==> src/rtl/venv_pkg.sv <==
package venv_pkg;
  typedef enum logic {
    DIR_DOWN = 1'b0,
    DIR_UP   = 1'b1
  } dir_e;
endpackage

==> src/rtl/venv_timer.sv <==
module venv_timer #(
  parameter int PER_W = 3
) (
  input  logic             clk,
  input  logic             rst_n,
  input  logic             tick,
  input  logic             active,
  input  logic [PER_W-1:0] period,
  input  logic             trig_load,
  input  logic [PER_W-1:0] trig_val,
  input  logic             wr_reload,
  input  logic [PER_W-1:0] wr_val,
  output logic             step_req
);
  logic [PER_W-1:0] cnt_q, cnt_d, cnt_dec;
  logic             run, cnt_en;

  always_comb begin
    run      = tick && (period != '0);
    cnt_dec  = (cnt_q != '0) ? cnt_q - 1'b1 : cnt_q;
    step_req = run && active && (cnt_dec == '0);
    cnt_d    = cnt_q;
    if (run)       cnt_d = step_req ? period : cnt_dec;
    if (wr_reload) cnt_d = wr_val;
    if (trig_load) cnt_d = trig_val;
    cnt_en   = run || wr_reload || trig_load;
  end

  always_ff @(posedge clk or negedge rst_n) begin
    if (!rst_n)      cnt_q <= '0;
    else if (cnt_en) cnt_q <= cnt_d;
  end
endmodule

==> src/rtl/venv_step.sv <==
module venv_step #(
  parameter int VOL_W = 4
) (
  input  logic             en,
  input  logic             up,
  input  logic [VOL_W-1:0] vol_i,
  input  logic             lock_i,
  output logic [VOL_W-1:0] vol_o,
  output logic             lock_o
);
  import venv_pkg::*;
  localparam logic [VOL_W-1:0] VMAX = '1;
  dir_e dir;

  always_comb begin
    dir    = dir_e'(up);
    vol_o  = vol_i;
    lock_o = lock_i;
    if (en && !lock_i) begin
      if (dir == DIR_UP && vol_i != VMAX)        vol_o = vol_i + 1'b1;
      else if (dir == DIR_DOWN && vol_i != '0)   vol_o = vol_i - 1'b1;
      if ((dir == DIR_UP && vol_o == VMAX) || (dir == DIR_DOWN && vol_o == '0))
        lock_o = 1'b1;
    end
  end
endmodule

==> src/rtl/venv_glitch.sv <==
module venv_glitch #(
  parameter int VOL_W = 4,
  parameter int PER_W = 3
) (
  input  logic [PER_W-1:0] old_per,
  input  logic             old_up,
  input  logic [PER_W-1:0] new_per,
  input  logic             new_up,
  input  logic [VOL_W-1:0] vol_i,
  input  logic             locked,
  input  logic             pending,
  output logic [VOL_W-1:0] vol_o,
  output logic             reload,
  output logic             cancel
);
  import venv_pkg::*;
  localparam logic [VOL_W-1:0] VMAX = '1;
  localparam logic [VOL_W-1:0] VMIR = VMAX - 1'b1;
  logic extra;
  logic [VOL_W-1:0] v;
  dir_e odir, ndir;

  always_comb begin
    odir  = dir_e'(old_up);
    ndir  = dir_e'(new_up);
    extra = !locked && (((new_per != '0) && (old_per == '0)) ||
            ((ndir == DIR_UP) && (new_per == '0) && (odir == DIR_UP) && (old_per == '0)));
    v = vol_i;
    if (odir != ndir) begin
      if (ndir == DIR_UP) begin
        v     = ((old_per == '0) && !locked) ? (vol_i ^ VMAX) : (VMIR - vol_i);
        extra = 1'b0;
      end else begin
        v = '0 - vol_i;
      end
    end
    if (extra) v = (ndir == DIR_UP) ? v + 1'b1 : v - 1'b1;
    vol_o  = v;
    reload = pending;
    cancel = pending && !extra && (new_per == '0);
  end
endmodule

==> src/rtl/vol_envelope.sv <==
module vol_envelope #(
  parameter int VOL_W = 4,
  parameter int PER_W = 3
) (
  input  logic                   clk,
  input  logic                   rst_n,
  input  logic                   ctrl_wr,
  input  logic [VOL_W+PER_W:0]   ctrl_data,
  input  logic                   trig,
  input  logic                   env_tick,
  output logic [VOL_W-1:0]       volume,
  output logic                   dac_en,
  output logic                   chan_active
);
  localparam int CTRL_W = VOL_W + PER_W + 1;
  localparam int DIR_B  = PER_W;

  logic [CTRL_W-1:0] ctrl_q, ctrl_b;
  logic [VOL_W-1:0]  vol_q, vol_d, vol_a, vol_g;
  logic              lock_q, lock_d, lock_a;
  logic              pend_q, pend_d;
  logic              act_q, act_d;
  logic              step_req, g_reload, g_cancel;
  logic              new_dac, glitch_en;
  logic              vol_en, lock_en, act_en;

  venv_step #(.VOL_W(VOL_W)) u_step (
    .en(pend_q), .up(ctrl_q[DIR_B]), .vol_i(vol_q), .lock_i(lock_q),
    .vol_o(vol_a), .lock_o(lock_a)
  );

  venv_timer #(.PER_W(PER_W)) u_timer (
    .clk(clk), .rst_n(rst_n), .tick(env_tick), .active(act_q),
    .period(ctrl_q[PER_W-1:0]),
    .trig_load(trig), .trig_val(ctrl_b[PER_W-1:0]),
    .wr_reload(glitch_en && g_reload), .wr_val(ctrl_data[PER_W-1:0]),
    .step_req(step_req)
  );

  venv_glitch #(.VOL_W(VOL_W), .PER_W(PER_W)) u_glitch (
    .old_per(ctrl_q[PER_W-1:0]), .old_up(ctrl_q[DIR_B]),
    .new_per(ctrl_data[PER_W-1:0]), .new_up(ctrl_data[DIR_B]),
    .vol_i(vol_a), .locked(lock_a), .pending(step_req),
    .vol_o(vol_g), .reload(g_reload), .cancel(g_cancel)
  );

  always_comb begin
    new_dac   = |ctrl_data[CTRL_W-1:DIR_B];
    glitch_en = ctrl_wr && act_q && new_dac;
    ctrl_b    = ctrl_wr ? ctrl_data : ctrl_q;
    vol_d     = glitch_en ? vol_g : vol_a;
    lock_d    = lock_a;
    pend_d    = step_req && !(glitch_en && g_cancel);
    act_d     = (ctrl_wr && !new_dac) ? 1'b0 : act_q;
    if (trig) begin
      vol_d  = ctrl_b[CTRL_W-1:DIR_B+1];
      lock_d = 1'b0;
      pend_d = 1'b0;
      act_d  = |ctrl_b[CTRL_W-1:DIR_B];
    end
    vol_en  = pend_q || glitch_en || trig;
    lock_en = pend_q || trig;
    act_en  = ctrl_wr || trig;
  end

  always_ff @(posedge clk or negedge rst_n) begin
    if (!rst_n) ctrl_q <= '0;
    else if (ctrl_wr) ctrl_q <= ctrl_data;
  end

  always_ff @(posedge clk or negedge rst_n) begin
    if (!rst_n) vol_q <= '0;
    else if (vol_en) vol_q <= vol_d;
  end

  always_ff @(posedge clk or negedge rst_n) begin
    if (!rst_n) lock_q <= 1'b0;
    else if (lock_en) lock_q <= lock_d;
  end

  always_ff @(posedge clk or negedge rst_n) begin
    if (!rst_n) pend_q <= 1'b0;
    else pend_q <= pend_d;
  end

  always_ff @(posedge clk or negedge rst_n) begin
    if (!rst_n) act_q <= 1'b0;
    else if (act_en) act_q <= act_d;
  end

  assign volume      = vol_q;
  assign dac_en      = |ctrl_q[CTRL_W-1:DIR_B];
  assign chan_active = act_q;
endmodule

==> config.mk <==
export PLATFORM = sky130hd
export DESIGN_NAME = vol_envelope
export DESIGN_NICKNAME = d
export VERILOG_FILES = /design/src/rtl/venv_pkg.sv /design/src/rtl/venv_timer.sv /design/src/rtl/venv_step.sv /design/src/rtl/venv_glitch.sv /design/src/rtl/vol_envelope.sv
export SDC_FILE = /design/constraint.sdc
export NUM_CORES = 1
export LEC_CHECK = 0
export ABC_AREA = 1
export BUFFER_PORTS_ARGS = -buffer_cell sky130_fd_sc_hd__buf_4
export CORE_ASPECT_RATIO = 1.25
export CORE_MARGIN = 4
export CORE_UTILIZATION = 30
export CTS_CLUSTER_SIZE = 28
export DETAILED_ROUTE_END_ITERATION = 10
export GPL_TIMING_DRIVEN = 0
export PLACE_DENSITY_LB_ADDON = 0.15
export SYNTH_ARGS = -nofsm -noshare
export SYNTH_HDL_FRONTEND = slang
export SYNTH_HIERARCHICAL = 1
export SYNTH_SLANG_ARGS = --single-unit
==> constraint.sdc <==
create_clock -name clk -period 3.2 [get_ports clk]
set_input_delay 0.16 -clock clk [delete_from_list [all_inputs] [get_ports clk]]
set_output_delay 0.16 -clock clk [all_outputs]
set_load 0.05 [all_outputs]
---- After elaboration in Yosys (flattened, before gate mapping) ----
Cells that the tools add are included.
storage, ports and cells
  register bits ........................... 18
  bits of input ports ..................... 13
  output and inout bits ................... 6
  logic and storage cells ................. 93
cells by class
  add/subtract/negate cells ............... 7
  equal/unequal tests ..................... 3
  multiplexer cells ....................... 25
  bitwise gates (word level) .............. 2
  reductions and logical operators ........ 50
operators with widths
  operator                                                             number
  4-bit two-way mux                                                    11
  1-bit logical AND                                                    22
  3-bit two-way mux                                                    5
  5-bit OR reduction                                                   3
  3-bit nonzero test                                                   4
  3-bit zero test                                                      3
  4-bit by 1-bit adder with 4-bit output (second input constant)       2
  1-bit logical OR                                                     8
  1-bit two-way mux                                                    8
  8-bit two-way mux                                                    1
  4-bit by 1-bit subtractor with 4-bit output (second input constant)  2
  1-bit zero test                                                      5
  4-bit equality test (second input constant)                          1
  4-bit zero test                                                      1
  4-bit != test (second input constant)                                1
  4-bit inverter                                                       1
  2-bit AND reduction                                                  2
  4-bit nonzero test                                                   1
  1-bit by 4-bit subtractor with 4-bit output (first input constant)   1
  4-bit subtractor (first input constant)                              1
  3-bit by 1-bit subtractor with 3-bit output (second input constant)  1
  2-bit nonzero test                                                   1
  1-bit != test                                                        1
  1-bit inverter                                                       1

---- Logic depth before layout (Yosys ltp) ----
  word-level depth ........................ 21
  mapped depth ............................ 33
  depth with buffers taken out ............ 33

---- Cells and area by module ----
Netlist, hierarchy kept.
modules (own cells, without submodules)
  module        times used  cells each  area an instance (µm²)  seq. area each (µm²)
  vol_envelope  1           101         793.3                   375.4
  venv_glitch   1           73          435.4                   0.0
  venv_timer    1           64          346.6                   75.1
  venv_step     1           66          326.6                   0.0

---- Worst setup path after synthesis ----
No wires, ideal clock.
  kind .................................... register to register
  start ................................... reg vol_q[0], in the netlist volume[0]
  end ..................................... reg vol_q[3], in the netlist volume[3]
  setup time .............................. 0.119 ns
  arrival ................................. 3.692 ns
  data required time ...................... 3.081 ns
  path slack .............................. -0.611 ns
  stages on the path, launching flop included .. 26
  path buffers ............................ 0
  period minus slack after synthesis ...... 3.811 ns
  cell sequence ........................... dfrtp_1 ha_1 nand3_2 nand2_1 nand2_1 nand2_1 nand2_1 o21ai_0 inv_1 ha_1 nor2_1 o22ai_1 a21boi_0 ha_1 nand2_1 inv_1 nand3_2 nand2_1 nand2_1 nand3_1 nand2_1 nand2_1 nand3_1 nand3_2 nand2_1 nand2_1
on the way
  elaborated cells on any way between the ends .. 34
  classes of those cells .................. 6 x add/sub; 2 x eq/ne; 15 x mux; 1 x bitwise; 10 x reduce/logical
RTL lines
  what                                                                                                          line                source
  start: declaration                                                                                            vol_envelope.sv:19  logic [VOL_W-1:0] vol_q, vol_d, vol_a, vol_g;
  start signal: assignment                                                                                      vol_envelope.sv:73  else if (vol_en) vol_q <= vol_d;
  parallel branches: the longest is 5 deep, another holds 4-bit by 1-bit subtractor with 4-bit output           n/a
  4-bit two-way mux (*)                                                                                         venv_step.sv:19     if (en && !lock_i) begin
  named net vol_a[0]                                                                                            vol_envelope.sv:19
  4-bit subtractor / 4-bit inverter (equally long branches)                                                     n/a
  4-bit two-way mux                                                                                             venv_glitch.sv:31   v = ((old_per == '0) && !locked) ? (vol_i ^ VMAX) : (VMIR - vol_i);
  4-bit two-way mux                                                                                             venv_glitch.sv:30   if (ndir == DIR_UP) begin
  4-bit two-way mux (*)                                                                                         venv_glitch.sv:29   if (odir != ndir) begin
  4-bit by 1-bit subtractor with 4-bit output / 4-bit by 1-bit adder with 4-bit output (equally long branches)  venv_glitch.sv:37   if (extra) v = (ndir == DIR_UP) ? v + 1'b1 : v - 1'b1;
  4-bit two-way mux                                                                                             venv_glitch.sv:37
  4-bit two-way mux (*)                                                                                         venv_glitch.sv:37
  named net vol_g[3]                                                                                            vol_envelope.sv:19
  4-bit two-way mux (*)                                                                                         vol_envelope.sv:51  vol_d = glitch_en ? vol_g : vol_a;
  4-bit two-way mux (*)                                                                                         vol_envelope.sv:55  if (trig) begin
Mark *: on every way through the listed nets, which the timed path passes. The select of a mux whose other input is x is not followed.
A chain may end at the register's enable or synchronous reset.

---- Worst setup path in the final report ----
  start ................................... reg vol_q[0], in the netlist volume[0]
  end ..................................... reg vol_q[1], in the netlist volume[1]
on the way
  cells in the longest elaborated chain, start to end .. 20
  elaborated cells on any way between the ends .. 34
  classes of those cells .................. 6 x add/sub; 2 x eq/ne; 15 x mux; 1 x bitwise; 10 x reduce/logical
RTL lines
  what                                                                                                          line                source
  parallel branches: the longest is 3 deep, another holds 4-bit by 1-bit subtractor with 4-bit output           n/a
  4-bit two-way mux (*)                                                                                         venv_step.sv:20     if (dir == DIR_UP && vol_i != VMAX) vol_o = vol_i + 1'b1;
  4-bit two-way mux (*)                                                                                         venv_step.sv:19
  4-bit equality test / 4-bit zero test (equally long branches)                                                 venv_step.sv:22     if ((dir == DIR_UP && vol_o == VMAX) || (dir == DIR_DOWN && vol_o == '0))
  1-bit logical AND                                                                                             venv_step.sv:22
  1-bit logical OR (*)                                                                                          venv_step.sv:22
  1-bit two-way mux (*)                                                                                         venv_step.sv:22
  1-bit two-way mux (*)                                                                                         venv_step.sv:19
  named net lock_a                                                                                              vol_envelope.sv:20  logic lock_q, lock_d, lock_a;
  [3 not listed]                                                                                                n/a
  4-bit two-way mux                                                                                             venv_glitch.sv:30
  4-bit two-way mux                                                                                             venv_glitch.sv:29
  4-bit by 1-bit subtractor with 4-bit output / 4-bit by 1-bit adder with 4-bit output (equally long branches)  venv_glitch.sv:37
  4-bit two-way mux                                                                                             venv_glitch.sv:37
  4-bit two-way mux (*)                                                                                         venv_glitch.sv:37
  named net vol_g[1]                                                                                            vol_envelope.sv:19
  4-bit two-way mux (*)                                                                                         vol_envelope.sv:51
  4-bit two-way mux (*)                                                                                         vol_envelope.sv:55
Marks and branches as above.

==> flow_metrics.env <==
export IMPL_ys_seq_elements=18
export IMPL_core_sq_um=6166
export IMPL_cp_required_ns=3.35
export IMPL_clock_latency_ns=0.25
export IMPL_fin_crit_ns=3.250
export IMPL_maxCapViolations=0
export IMPL_dpl_worst_slack_ns=-0.4307
export IMPL_synth_top_area_share_pct=23.68
export IMPL_setup_viol=2
export IMPL_cts_sinks=18
export IMPL_cts_tree="built"
export IMPL_synth_ff_type="dfrtp_1"
export IMPL_numCtsBuffers=3
export IMPL_yosysUniqueCellTypes=33
export IMPL_synth_edf_count=0
export IMPL_rows=32
export IMPL_first_pass_iters=4
export IMPL_viasPerCell=4.497
export IMPL_cts_clk_slew_worst_paths_ns=0.07
export IMPL_timing_fmax_ghz=0.3077
export IMPL_arrival_ns=3.40
export IMPL_totalWireLength_um=4830
export IMPL_layout_drive_gt1_share_pct=34.30
export IMPL_final_nets=368
export IMPL_avgSynthCellArea_sq_um=6.256
export IMPL_synth_cells=304
export IMPL_antenna_found_initial=0
export IMPL_fin_skew_ns=0.004124
export IMPL_status="finished with violations"
export IMPL_syn_nets=327
export IMPL_start_kind="register"
export IMPL_violations="negative setup slack"
export IMPL_io_buffers=18
export IMPL_fillerInstances=668
export IMPL_crit_path_max_fanout=5
export IMPL_antenna_cells=0
export IMPL_fin_ws_ns=-0.05022
export IMPL_grt_overflow_total=0
export IMPL_area_growth_pct=33.55
export IMPL_ys_async_sr_fraction_pct=100.0
export IMPL_ir_drop_uv=223.7
export IMPL_start_util_pct=30.84
export IMPL_drc=0
export IMPL_vias=1929
export IMPL_rr_startpoint="volume[0]$_DFFE_PN0P_"
export IMPL_crit_type="reg2reg"
export IMPL_ioPinCount=19
export IMPL_r2r_end="volume[1]$_DFFE_PN0P_"
export IMPL_hold_path_class="in2reg"
export IMPL_regToRegSetupSlack_ns=-0.05
export IMPL_clk_path_buf_depth=2
export IMPL_die_area_sq_um=7685
export IMPL_crit_start="volume[0]$_DFFE_PN0P_"
export IMPL_grt_pass1_vias=1820
export IMPL_dpl_hpwl_um=3677
export IMPL_synth_top_cell_by_area="dfrtp_1"
export IMPL_gp_congestion=0.7853
export IMPL_grt_pass1_wl_um=8349
export IMPL_die_x_um=79.22
export IMPL_root_buffer="clkbuf_8"
export IMPL_netlist_area_sq_um=1902
export IMPL_fp_dieH_um=97.02
export IMPL_setup_tns_ns=-0.08360
export IMPL_final_max_slew_viol_count=0
export IMPL_powerDensity_nw_per_um2=535.1
export IMPL_ys_warnings_count=6
export IMPL_cp_endpoint="volume[1]$_DFFE_PN0P_"
export IMPL_first_iter_violations=62
export IMPL_wl_per_cell_um=11.26
export IMPL_track_usage_pct=13.11
export IMPL_ys_seq_area_share_pct=23.68
export IMPL_tightest_slew_ns=0.5977
export IMPL_reg2reg_depth=24
export IMPL_max_slew_margin_pct=59.78
export IMPL_hold_violations=0
export IMPL_netlist_top_cells_area="dfrtp_1 24%, nand2_1 22%, nand3_1 9.2%, inv_1 6.3%, ha_1 5.9%"
export IMPL_htreeDepth=1
export IMPL_ant_nets=0
export IMPL_leakagePower_nw=1.303
export IMPL_end_kind="register"
export IMPL_fin_crit_sh_pct=101.6
export IMPL_grt_max_degree=19
export IMPL_rsz0062_at_grt="true"
synthesized netlist by cell type, types with 2 or more instances:
master and n:
o21ai_0 8, inv_2 6, nor2_4 5, nand2_4 2, nand2_1 114, dfrtp_1 18
xor2_1 2, nand3_1 35, nand3_2 5, ha_1 9, inv_1 32, buf_4 2
nand4_1 4, nand2_2 3, nor2_2 4, nor2_1 30, a21oi_1 5, nor3_1 2
o21ai_2 2, buf_6 3
kinds of logic (layout without fill, tap and decap cells):
| family | count (synthesis) | after routing | synth area share (%) |
|---|---|---|---|
| compound gates | 19 | 19 | 5.790 |
| xor+xnor | 3 | 3 | 1.382 |
| fa+ha+maj | 10 | 10 | 6.974 |
| buf+inv | 47 | 87 | 11.91 |
| flops | 18 | 18 | 23.68 |
| simple gates | 207 | 207 | 50.26 |
stage by stage:
stage	hold WS [ns]	total power [mW]	utilization (%)	area, sq um	cells
finish	0.1597	1.359	41.19	2540	429
global route	0.1705	1.484	41.19	2540	429
CTS	0.1566	1.306	39.79	2454	425
detailed placement	0.05164	1.010	35.69	2201	407
global placement	0.05006	1.005	35.69	2201	407
floorplan	-0.1356	0.8521	-	1959	304
registers in the layout, summed over array words and instances (netlist names):
name / flops
ctrl_q: 8
volume: 4
u_timer/cnt_q: 3
chan_active: 1
lock_q: 1
pend_q: 1
power by group:
part | total (mW) | internal (mW) | switching, mW | leakage (nW)
registers | 0.315 | 0.266 | 0.0493 | 0.213
logic | 0.857 | 0.355 | 0.502 | 1.06
clock network | 0.187 | 0.109 | 0.0774 | 0.0288
critical path, stage by stage (launching register included):
cell and delay (ns):
dfrtp_4 0.53, ha_4 0.19, nand3_4 0.09, nand2_4 0.07, nand3_1 0.13, nand2_4 0.09, nand2_2 0.07, nor2_1 0.03
nand2_1 0.05, nand2_1 0.05, nand2_1 0.07, nand2_2 0.08, nor2_4 0.14, nand2_4 0.09, o21ai_2 0.16, o22ai_2 0.09
a21boi_2 0.18, buf_4 0.14, fa_2 0.41, nand2_1 0.10, nand2_1 0.06, nand3_1 0.07, nand3_1 0.12, nand2_1 0.09
nand2_1 0.05
area by class of cell:
type	count	area, sq um	area share, %
repair buffers	36	272.8	10.74
plain buffers	6	53.80	2.118
flip-flops and latches	18	459.2	18.08
inverters	41	180.2	7.094
well taps	85	106.4	4.187
multi-input cells	239	1413	55.62
clock buffers	4	55.05	2.167
what timing repair did:
action / CTS / global route
gates cloned: 0 / 0
hold buffers: 1 / 0
setup endpoints to repair: 3 / 3
setup buffers: 13 / 4
endpoints found under the hold margin: 18 / 0
pin swaps: 13 / 28
resized for setup: 22 / 19
layer usage:
layer / share of wire (%) / global-route usage [%] / vias up
met3: 2.6 / 1.024 / 6
li1: - / - / 1044
met4: 1.4 / 3.439 / 0
met2: 49 / 22.50 / 27
met5: 0 / 0 / -
met1: 47 / 17.51 / 852
cells in the final DEF (no fill, tap or decap), drive strengths merged:
cell type | synthesis | layout
and2 | 1 | 1
nand4 | 4 | 4
o22ai | 1 | 1
inv | 39 | 40
o21ai | 11 | 11
a21oi | 5 | 5
dlygate4sd3 | 0 | 1
dfrtp | 18 | 18
bufinv | 1 | 1
a31o | 1 | 1
nand3 | 41 | 41
fa | 1 | 1
a21boi | 1 | 1
ha | 9 | 9
nand2 | 119 | 119
buf | 6 | 41
nor4 | 1 | 1
nor2 | 39 | 39
nor3 | 2 | 2
xor2 | 2 | 2
xnor2 | 1 | 1
clkbuf | 0 | 4
worst min path at each step:
stage | slack (ns) | from | end | cells past startpoint
after detailed placement | 0.05 | rst_n | u_timer/cnt_q[1]$_DFFE_PN0P_ | 1
final | 0.16 | ctrl_data[0] | ctrl_q[0]$_DFF_PN0_ | 3
after CTS | 0.16 | ctrl_data[0] | ctrl_q[0]$_DFF_PN0_ | 3
after floorplan | -0.14 | rst_n | chan_active$_DFFE_PN0P_ | 0
after global routing | 0.17 | ctrl_data[0] | ctrl_q[0]$_DFF_PN0_ | 3
after global placement | 0.05 | rst_n | u_timer/cnt_q[1]$_DFFE_PN0P_ | 1
(Power assumes the default switching activity.)
